File: src/rtl/pwt_pkg.sv
// Shared definitions for the posted write target.
// Assumes: response codes follow the common two-bit write status encoding.
package pwt_pkg;

    typedef enum logic [1:0] {
        RESP_OKAY   = 2'b00,
        RESP_SLVERR = 2'b10
    } resp_e;

endpackage

File: src/rtl/pwt_fifo.sv
// Synchronous first-in first-out queue with full and empty flags.
// Assumes: the user never pushes while full nor pops while empty;
// storage is not reset, only pointers and the fill count are.
module pwt_fifo #(
    parameter int WIDTH = 8,
    parameter int DEPTH = 4
) (
    input  logic             clk,
    input  logic             rst_n,
    input  logic             push,
    input  logic [WIDTH-1:0] din,
    output logic             full,
    input  logic             pop,
    output logic [WIDTH-1:0] dout,
    output logic             empty
);
    localparam int PTR_W = (DEPTH > 1) ? $clog2(DEPTH) : 1;
    localparam int CNT_W = $clog2(DEPTH + 1);
    localparam logic [PTR_W-1:0] LAST_P = PTR_W'(DEPTH - 1);
    localparam logic [CNT_W-1:0] FULL_C = CNT_W'(DEPTH);

    logic [WIDTH-1:0] slots [DEPTH];
    logic [PTR_W-1:0] wr_ptr, rd_ptr;
    logic [CNT_W-1:0] count;

    assign full  = (count == FULL_C);
    assign empty = (count == '0);
    assign dout  = slots[rd_ptr];

    // Store the incoming entry at the write pointer.
    always_ff @(posedge clk) begin
        if (push) slots[wr_ptr] <= din;
    end

    // Advance pointers and track occupancy.
    always_ff @(posedge clk) begin
        if (!rst_n) begin
            wr_ptr <= '0;
            rd_ptr <= '0;
            count  <= '0;
        end else begin
            if (push) wr_ptr <= (wr_ptr == LAST_P) ? '0 : wr_ptr + 1'b1;
            if (pop)  rd_ptr <= (rd_ptr == LAST_P) ? '0 : rd_ptr + 1'b1;
            if (push && !pop)      count <= count + 1'b1;
            else if (pop && !push) count <= count - 1'b1;
        end
    end

    // the upstream ready gating must prevent a push into a full queue.
    a_r1_no_overflow: assert property (@(posedge clk) disable iff (!rst_n)
        push |-> !full);

    // the downstream handshake must never pop an empty queue.
    a_r5_no_underflow: assert property (@(posedge clk) disable iff (!rst_n)
        pop |-> !empty);

endmodule

File: src/rtl/pwt_store.sv
// Byte-lane storage array with one strobed write port and one
// combinational read port.
// Assumes: widx and ridx are below WORDS; contents are not reset.
module pwt_store #(
    parameter int DATA_W = 32,
    parameter int WORDS  = 64
) (
    input  logic                     clk,
    input  logic                     we,
    input  logic [$clog2(WORDS)-1:0] widx,
    input  logic [DATA_W-1:0]        wdata,
    input  logic [DATA_W/8-1:0]      wstrb,
    input  logic [$clog2(WORDS)-1:0] ridx,
    output logic [DATA_W-1:0]        rdata
);
    localparam int LANES = DATA_W / 8;

    for (genvar g = 0; g < LANES; g++) begin : g_lane
        logic [7:0] lane_mem [WORDS];

        // Update this byte lane when its strobe is set.
        always_ff @(posedge clk) begin
            if (we && wstrb[g]) lane_mem[widx] <= wdata[8*g +: 8];
        end

        assign rdata[8*g +: 8] = lane_mem[ridx];
    end

endmodule

File: src/rtl/posted_write_target.sv
// Write target accepting several posted write addresses ahead of their
// data and responses. Data bursts carry no tag, so each one is bound to
// the oldest queued address; one tagged response follows each burst.
// Assumes: wlast marks exactly beat awlen of each burst; ADDR_W+1 bits
// can hold MEM_WORDS*(DATA_W/8); DATA_W is a power-of-two multiple of 8.
module posted_write_target #(
    parameter int ADDR_W    = 12,
    parameter int DATA_W    = 32,
    parameter int ID_W      = 4,
    parameter int LEN_W     = 8,
    parameter int AQ_DEPTH  = 4,
    parameter int BQ_DEPTH  = 4,
    parameter int MEM_WORDS = 64
) (
    input  logic                         clk,
    input  logic                         rst_n,
    input  logic                         awvalid,
    output logic                         awready,
    input  logic [ADDR_W-1:0]            awaddr,
    input  logic [ID_W-1:0]              awid,
    input  logic [LEN_W-1:0]             awlen,
    input  logic                         wvalid,
    output logic                         wready,
    input  logic [DATA_W-1:0]            wdata,
    input  logic [DATA_W/8-1:0]          wstrb,
    input  logic                         wlast,
    output logic                         bvalid,
    input  logic                         bready,
    output logic [ID_W-1:0]              bid,
    output logic [1:0]                   bresp,
    input  logic [$clog2(MEM_WORDS)-1:0] rd_idx,
    output logic [DATA_W-1:0]            rd_data
);
    import pwt_pkg::*;

    localparam int BYTES = DATA_W / 8;
    localparam int OFF_W = $clog2(BYTES);
    localparam int IDX_W = $clog2(MEM_WORDS);
    localparam int AQ_W  = ID_W + ADDR_W + LEN_W;
    localparam int BQ_W  = ID_W + 2;
    localparam logic [ADDR_W:0] LIMIT_V = (ADDR_W + 1)'(MEM_WORDS * BYTES);
    localparam logic [ADDR_W:0] STEP_V  = (ADDR_W + 1)'(BYTES);

    // Address queue
    logic            aq_push, aq_pop, aq_full, aq_empty;
    logic [AQ_W-1:0] aq_dout;
    logic [ID_W-1:0]   hd_id;
    logic [ADDR_W-1:0] hd_addr;
    logic [LEN_W-1:0]  hd_len;

    assign awready = !aq_full;
    assign aq_push = awvalid && awready;

    pwt_fifo #(.WIDTH(AQ_W), .DEPTH(AQ_DEPTH)) u_addr_q (
        .clk   (clk),
        .rst_n (rst_n),
        .push  (aq_push),
        .din   ({awid, awaddr, awlen}),
        .full  (aq_full),
        .pop   (aq_pop),
        .dout  (aq_dout),
        .empty (aq_empty)
    );

    assign hd_len  = aq_dout[0 +: LEN_W];
    assign hd_addr = aq_dout[LEN_W +: ADDR_W];
    assign hd_id   = aq_dout[LEN_W + ADDR_W +: ID_W];

    // Burst walker
    logic              bq_full, bq_empty, bq_push, bq_pop;
    logic [BQ_W-1:0]   bq_dout;
    logic              w_hs, first_beat, beat_ok;
    logic [LEN_W-1:0]  beat_cnt;
    logic [ADDR_W:0]   cur_addr, beat_addr;
    logic              burst_err;
    resp_e             done_resp;

    assign wready     = !aq_empty && !bq_full;
    assign w_hs       = wvalid && wready;
    assign first_beat = (beat_cnt == '0);
    assign beat_addr  = first_beat ? {1'b0, hd_addr} : cur_addr;
    assign beat_ok    = (beat_addr < LIMIT_V);
    assign aq_pop     = w_hs && wlast;
    assign bq_push    = w_hs && wlast;
    assign done_resp  = (burst_err || !beat_ok) ? RESP_SLVERR : RESP_OKAY;

    // Track beat position, next beat address and error within a burst.
    always_ff @(posedge clk) begin
        if (!rst_n) begin
            beat_cnt  <= '0;
            cur_addr  <= '0;
            burst_err <= 1'b0;
        end else if (w_hs) begin
            cur_addr <= beat_addr + STEP_V;
            if (wlast) begin
                beat_cnt  <= '0;
                burst_err <= 1'b0;
            end else begin
                beat_cnt  <= beat_cnt + 1'b1;
                burst_err <= burst_err || !beat_ok;
            end
        end
    end

    pwt_store #(.DATA_W(DATA_W), .WORDS(MEM_WORDS)) u_store (
        .clk   (clk),
        .we    (w_hs && beat_ok),
        .widx  (beat_addr[OFF_W +: IDX_W]),
        .wdata (wdata),
        .wstrb (wstrb),
        .ridx  (rd_idx),
        .rdata (rd_data)
    );

    // Response queue
    assign bq_pop = bvalid && bready;

    pwt_fifo #(.WIDTH(BQ_W), .DEPTH(BQ_DEPTH)) u_resp_q (
        .clk   (clk),
        .rst_n (rst_n),
        .push  (bq_push),
        .din   ({hd_id, done_resp}),
        .full  (bq_full),
        .pop   (bq_pop),
        .dout  (bq_dout),
        .empty (bq_empty)
    );

    assign bvalid = !bq_empty;
    assign bid    = bq_dout[2 +: ID_W];
    assign bresp  = bq_dout[1:0];

    // the end marker must land on the beat the posted length names.
    a_r4_last_on_len: assert property (@(posedge clk) disable iff (!rst_n)
        w_hs |-> (wlast == (beat_cnt == hd_len)));

    // a response only appears after a finishing beat was taken.
    a_r4_resp_after_last: assert property (@(posedge clk) disable iff (!rst_n)
        $rose(bvalid) |-> $past(w_hs && wlast));

    // a stalled response keeps its valid, tag and status.
    a_r8_resp_hold: assert property (@(posedge clk) disable iff (!rst_n)
        (bvalid && !bready) |=> (bvalid && $stable(bid) && $stable(bresp)));

endmodule

File: config.mk
export PLATFORM = sky130hd
export DESIGN_NAME = posted_write_target
export DESIGN_NICKNAME = d
export VERILOG_FILES = /design/src/rtl/pwt_pkg.sv /design/src/rtl/pwt_fifo.sv /design/src/rtl/pwt_store.sv /design/src/rtl/posted_write_target.sv
export SDC_FILE = /design/constraint.sdc
export NUM_CORES = 2
export LEC_CHECK = 0
export CAP_MARGIN = 5
export CORE_ASPECT_RATIO = 2
export CORE_MARGIN = 3
export CORE_UTILIZATION = 55
export CTS_BUF_LIST = sky130_fd_sc_hd__clkbuf_2
export DETAILED_ROUTE_END_ITERATION = 12
export GPL_TIMING_DRIVEN = 0
export PLACE_DENSITY_LB_ADDON = 0.05
export SLEW_MARGIN = 20
export SYNTH_ARGS = -nofsm -noshare
export SYNTH_HDL_FRONTEND = slang
export SYNTH_SLANG_ARGS = --single-unit
File: constraint.sdc
create_clock -name clk -period 4.64 [get_ports clk]
set_clock_uncertainty 0.1 [all_clocks]
set_input_delay 1.16 -clock clk [delete_from_list [all_inputs] [get_ports clk]]
set_output_delay 1.16 -clock clk [all_outputs]
set_load 0.05 [all_outputs]
Word level (Yosys, flattened, before mapping)
Memory sizes are Yosys's and may differ from the RTL's. A register that Yosys moved wholly into a read port is not among the register bits.
Index checks and enable logic that the tools add are counted.
{"block": "classes", "n_addsub": 10, "n_lt_le_gt_ge": 1, "n_eq_ne": 6, "mux": 28, "reduce_logical": 28}
{"op": "$mux 2", "n": 9}
{"op": "$logic_and 1x1->1", "n": 14}
{"op": "$add 13x3->13 const B", "n": 1}
{"op": "$lt 13x9->1 const B", "n": 1}
{"op": "$mux 1", "n": 13}
{"op": "$mux 13", "n": 1}
{"op": "$mux 3", "n": 4}
{"op": "$add 2x1->2 const B", "n": 4}
{"op": "$add 8x1->8 const B", "n": 1}
{"op": "$eq 2x2->1 const B", "n": 4}
{"op": "$logic_not 1->1", "n": 8}
{"op": "$logic_not 8->1", "n": 1}
{"op": "$mux 8", "n": 1}
{"op": "$add 3x1->3 const B", "n": 2}
{"op": "$eq 3x3->1 const B", "n": 2}
{"op": "$logic_not 3->1", "n": 2}
{"op": "$sub 3x1->3 const B", "n": 2}
{"op": "$reduce_bool 2->1", "n": 2}
{"op": "$logic_or 1x1->1", "n": 1}
{"block": "word_totals", "ff_bits": 36, "ram_bits": 2168, "input_bits": 72, "wordCells": 88, "n_memories": 6}
{"name": "u_store.g_lane[0].lane_mem", "depth": 64, "width": 8, "rd": 1, "rd_ports_with_merged_regs": 0, "wr": 1, "line_no": "pwt_store.sv:19", "rtl": "logic [7:0] lane_mem [WORDS];"}
{"name": "u_store.g_lane[1].lane_mem", "depth": 64, "width": 8, "rd": 1, "rd_ports_with_merged_regs": 0, "wr": 1, "line_no": "pwt_store.sv:19"}
{"name": "u_store.g_lane[2].lane_mem", "depth": 64, "width": 8, "rd": 1, "rd_ports_with_merged_regs": 0, "wr": 1, "line_no": "pwt_store.sv:19"}
{"name": "u_store.g_lane[3].lane_mem", "depth": 64, "width": 8, "rd": 1, "rd_ports_with_merged_regs": 0, "wr": 1, "line_no": "pwt_store.sv:19"}
{"name": "u_addr_q.slots", "depth": 4, "width": 24, "rd": 1, "rd_ports_with_merged_regs": 1, "wr": 1, "line_no": "pwt_fifo.sv:22", "rtl": "logic [WIDTH-1:0] slots [DEPTH];"}
{"name": "u_resp_q.slots", "depth": 4, "width": 6, "rd": 1, "rd_ports_with_merged_regs": 1, "wr": 1, "line_no": "pwt_fifo.sv:22"}

Longest topological paths before layout
{"block": "logic_depth", "depth_word": 9, "ltp_mapped": 11}

Hierarchy
From an unflattened synthesis, not the netlist that was laid out.
{"block": "hier_totals", "cells_unflattened": 4011, "area_unflattened_um2": 85281.8}
{"mod": "pwt_store", "n_inst": 1, "cells_each": 3575, "area_each_um2": 78650.4, "seq_area_each_um2": 61499.0}
{"mod": "pwt_fifo at u_addr_q", "n_inst": 1, "cells_each": 170, "area_each_um2": 3961.3, "seq_area_each_um2": 3062.9}
{"mod": "posted_write_target", "n_inst": 1, "cells_each": 191, "area_each_um2": 1346.3, "seq_area_each_um2": 400.4}
{"mod": "pwt_fifo at u_resp_q", "n_inst": 1, "cells_each": 75, "area_each_um2": 1323.8, "seq_area_each_um2": 900.9}

Worst setup path before layout
No wires, ideal clock.
{"block": "synth_timing", "path_type": "input -> output", "start": "input rd_idx[2]", "end": "output rd_data[0]", "t_arrival_ns": 3.884, "required_ns": 3.380, "slack_ns": -0.504, "cell_stages": 8, "path_buffers": 5, "cell_sequence": "buf_2 buf_2 buf_2 buf_2 buf_2 mux2i_1 mux4_2 o21ai_0"}
{"block": "synth_between", "elab_chain_cells": 1}
{"item": "start, declared", "line_no": "posted_write_target.sv:31", "rtl": "input logic [$clog2(MEM_WORDS)-1:0] rd_idx,"}
{"item": "$mem_v2 64x8"}
{"item": "end, declared", "line_no": "posted_write_target.sv:32", "rtl": "output logic [DATA_W-1:0] rd_data"}
No other way between the ends.

Worst setup path after layout
{"block": "layout_timing", "start": "input rd_idx[2]", "end": "output rd_data[7]"}
Same word-level chain as after synthesis.

==> reports/summary.txt <==
Initial antenna violation count -> 14
Largest fanout on the critical path -> 10
Core Rows -> 202
Slew Viols, Final -> 0
Placed cells -> 5737
Syn avg cell area -> 22.94 µm²
Crit path top cell by count -> mux4_2
Mapped Cells -> 3666
Worst Hold Class -> in2reg
CP startpoint -> rd_idx[2]
Post-synth EDFFs -> 2124
Core area -> 0.1516 mm²
Placer congestion estimate -> 1.018
Cell area after layout -> 0.09483 mm²
Final setup violation count -> 46
Number of global-route vias before repair -> 45590
Cell Area, Synth -> 0.08409 mm²
Ys Warns -> 0
Min cycle time layout -> 5.197 ns
DRT iter0 DRCs -> 3999
Routed WL -> 254900 µm
TritonCTS clock tree -> done
Maxcap violations -> 0
Crit path arrival time -> 3.94 ns
DRT Pass-1 Iters -> 7
Outcome -> complete, but fails checks
Slew headroom -> 23.56%
Post-synth top flop -> edfxtp_1
Initial Utilization -> 55.45%
Die area -> 0.1579 mm²
Worst hold start -> awaddr[4]
H-tree levels -> 5
Slowest cell on crit path -> clkbuf_2
Port Buffers -> 96
Clock latency at the later pin of the worst-skew pair -> 1.58 ns
PwrDens -> 398.6 mW/mm²
Fmax -> 192.4 MHz
Worst-Margin Slew -> 1.136 ns
Final ANT Viol Nets -> 0
Post-Syn Nets -> 3755
Crit path launch type -> input pin
DRC Markers -> 0
Worst setup margin -> -0.5575 ns
Area Growth Syn to Fin -> 12.77%
Lkg Pwr -> 29.90 nW
First-pass GRT wire length -> 347100 µm
DP Wirelength -> 186800 µm
Pin count of the biggest net entering global routing -> 65
Sequential cell area fraction in the yosys report -> 76.76%
Share of post-route cells with drive strength above 1 -> 40.70%
Number of I/O pins -> 113
Chip height -> 559.0 µm
Final nets -> 4399
Fin crit share -> 112.0%
Non-filler cells, final -> 6599
Crit end category -> output pin
Gr ovfl total -> 0
Avg WL per Cell -> 38.63 µm
Crit path kind -> in2out
DR vias/cell -> 6.453
Filler Cell Count -> 10640
Crit-path max cell delay -> 0.69 ns
Vias after detailed routing -> 42580
Hold Fails Final Rpt -> 0
RSZ-0062 raised after global routing -> true
Placed cell areas -> 0.08822 mm²
Critical path, cell by cell -> buf_2, clkbuf_2, mux4_2, mux4_2, mux4_2, buf_6
Failing checks -> negative setup slack
Width of the die -> 282.5 µm
Async set-reset flop share out of synthesis -> 0%
Worst VDD drop -> 0.3959 mV
CTS Sinks -> 2162
Req. time, crit path -> 3.38 ns
Root Driver -> clkbuf_2
Seq cells post-synth -> 2162
Yosys cell types -> 65
Deepest clock path buffer count -> 4
CTS clk-pin slew, worst paths -> 0.10 ns
GRT Overall Usage -> 32.88%
TritonCTS buffer count -> 451
## repair_timing
action	CTS	global route
endpoints found under the setup margin	756	1360
resized for setup	577	212
setup buffers	3	15
endpoints found under the hold margin	783	0
hold buffers	38	0
pin swaps	2	2
cloned	1	2
## cell families (layout without fill, tap and decap cells)
| logic type | Yosys count | in the layout | synth area share (%) |
|---|---|---|---|
| buf+inv | 215 | 1202 | 1.146 |
| xor+xnor | 11 | 11 | 0.1146 |
| flops | 2162 | 2162 | 76.76 |
| other cells | 1 | 9 | 0.004460 |
| compound gates | 79 | 79 | 0.6652 |
| mux | 723 | 723 | 18.61 |
| simple gates | 458 | 458 | 2.430 |
| fa+ha+maj | 17 | 17 | 0.2708 |
## layout by cell type, fill, tap and decap left out, types with 50 or more instances in the layout
cell / count
clkinv_1: 129
edfxtp_1: 2124
nor2_1: 106
nor2_4: 58
clkbuf_2: 655
nor2_2: 114
buf_6: 52
buf_2: 66
mux4_2: 672
buf_12: 50
## path summary, 6_finish.rpt
path,end,cells past startpoint,slack (ns)
max,rd_data[7],6,-0.56
min,u_addr_q.slots[1][12]$_DFFE_PP_,1,0.14
max reg2reg,u_store.g_lane[3].lane_mem[4][3]$_DFFE_PP_,7,-0.04
min reg2reg,cur_addr[2]$_SDFFE_PN0N_,2,0.38
## stage by stage
stage	setup slack, ns	hold slack, ns	total power [mW]	util (%)	setup TNS, ns
global placement	-3.061	0.3577	26.49	57.72	-178.88
detailed placement	-2.504	0.3656	26.62	58.18	-142.62
finish	-0.5575	0.1446	37.79	62.53	-12.79
floorplan	-0.02476	0.3420	24.53	-	-0.02476
global route	-0.5721	0.06785	39.04	62.52	-15.41
CTS	-0.6104	0.003272	37.66	61.86	-15.44
## registers in the layout (all words and copies together) (netlist names), named ones only
register / count
u_store.g_lane.lane_mem: 2048
u_addr_q.slots: 56
u_resp_q.slots: 20
cur_addr: 11
beat_cnt: 8
u_addr_q.count: 3
u_resp_q.count: 3
u_addr_q.rd_ptr: 2
u_addr_q.wr_ptr: 2
u_resp_q.rd_ptr: 2
u_resp_q.wr_ptr: 2
burst_err: 1
## synth_stat cells (2+ instances only)
library cell / number / share of area (%)
dfxtp_1: 38 / 0.90
clkbuf_1: 82 / 0.37
nand3_2: 4 / 0.048
nand4_1: 12 / 0.089
and2_1: 3 / 0.022
mux2_2: 4 / 0.054
clkinv_1: 2 / 0.0089
a21oi_1: 14 / 0.083
buf_4: 8 / 0.071
nor2b_1: 6 / 0.045
a21boi_0: 4 / 0.036
a311o_1: 2 / 0.024
buf_6: 2 / 0.027
mux4_2: 672 / 18
nand3_1: 67 / 0.40
edfxtp_1: 2124 / 76
or3_1: 8 / 0.060
a211oi_2: 3 / 0.045
fa_1: 2 / 0.048
o211ai_1: 6 / 0.054
ha_1: 15 / 0.22
nor2_1: 278 / 1.2
nor3_1: 5 / 0.030
xor2_1: 8 / 0.083
a31oi_1: 4 / 0.030
a22oi_1: 4 / 0.036
inv_1: 9 / 0.040
mux2i_1: 47 / 0.56
a211o_1: 3 / 0.031
or2_2: 2 / 0.015
xnor2_1: 3 / 0.031
nand2_1: 44 / 0.20
nand4b_1: 2 / 0.021
o21ai_0: 18 / 0.11
and3_1: 15 / 0.11
buf_1: 23 / 0.10
buf_2: 89 / 0.53
a211oi_1: 7 / 0.062
## per-layer routing
layer / GRT usage (%) / vias up / wire length, µm
li1: - / 17160 / -
met1: 33.40 / 22380 / 76140
met2: 58.01 / 2250 / 137900
met3: 6.316 / 789 / 15970
met4: 26.65 / 4 / 24840
met5: 0 / - / 27
## cell type report
class                      count  area, µm²  share of cell area [%]
sequential                  2162      64540                   68.06
tap                         1938       2425                   2.557
multi-input combinational   1289      19730                   20.80
buffer                       203       1803                   1.901
antenna                        8      20.02                 0.02111
timing repair buffer         192       2305                   2.430
clock inverter               183      895.9                  0.9447
inverter                      11      41.29                 0.04354
clock buffer                 613       3068                   3.235
## power by group
group | switching, mW | leakage, nW | total (mW) | internal [mW]
Combinational | 3.41 | 7.51 | 4.97 | 1.56
Clock | 7.21 | 2.99 | 11.1 | 3.90
Sequential | 0.112 | 19.4 | 21.7 | 21.6
## worst max-delay path: cells and delay by family
| family | cells | cell delay [ns] |
|---|---|---|
| buf+inv | 3 | 1.12 |
| mux | 3 | 1.61 |
Note: power is estimated with default switching activity, not from simulation.
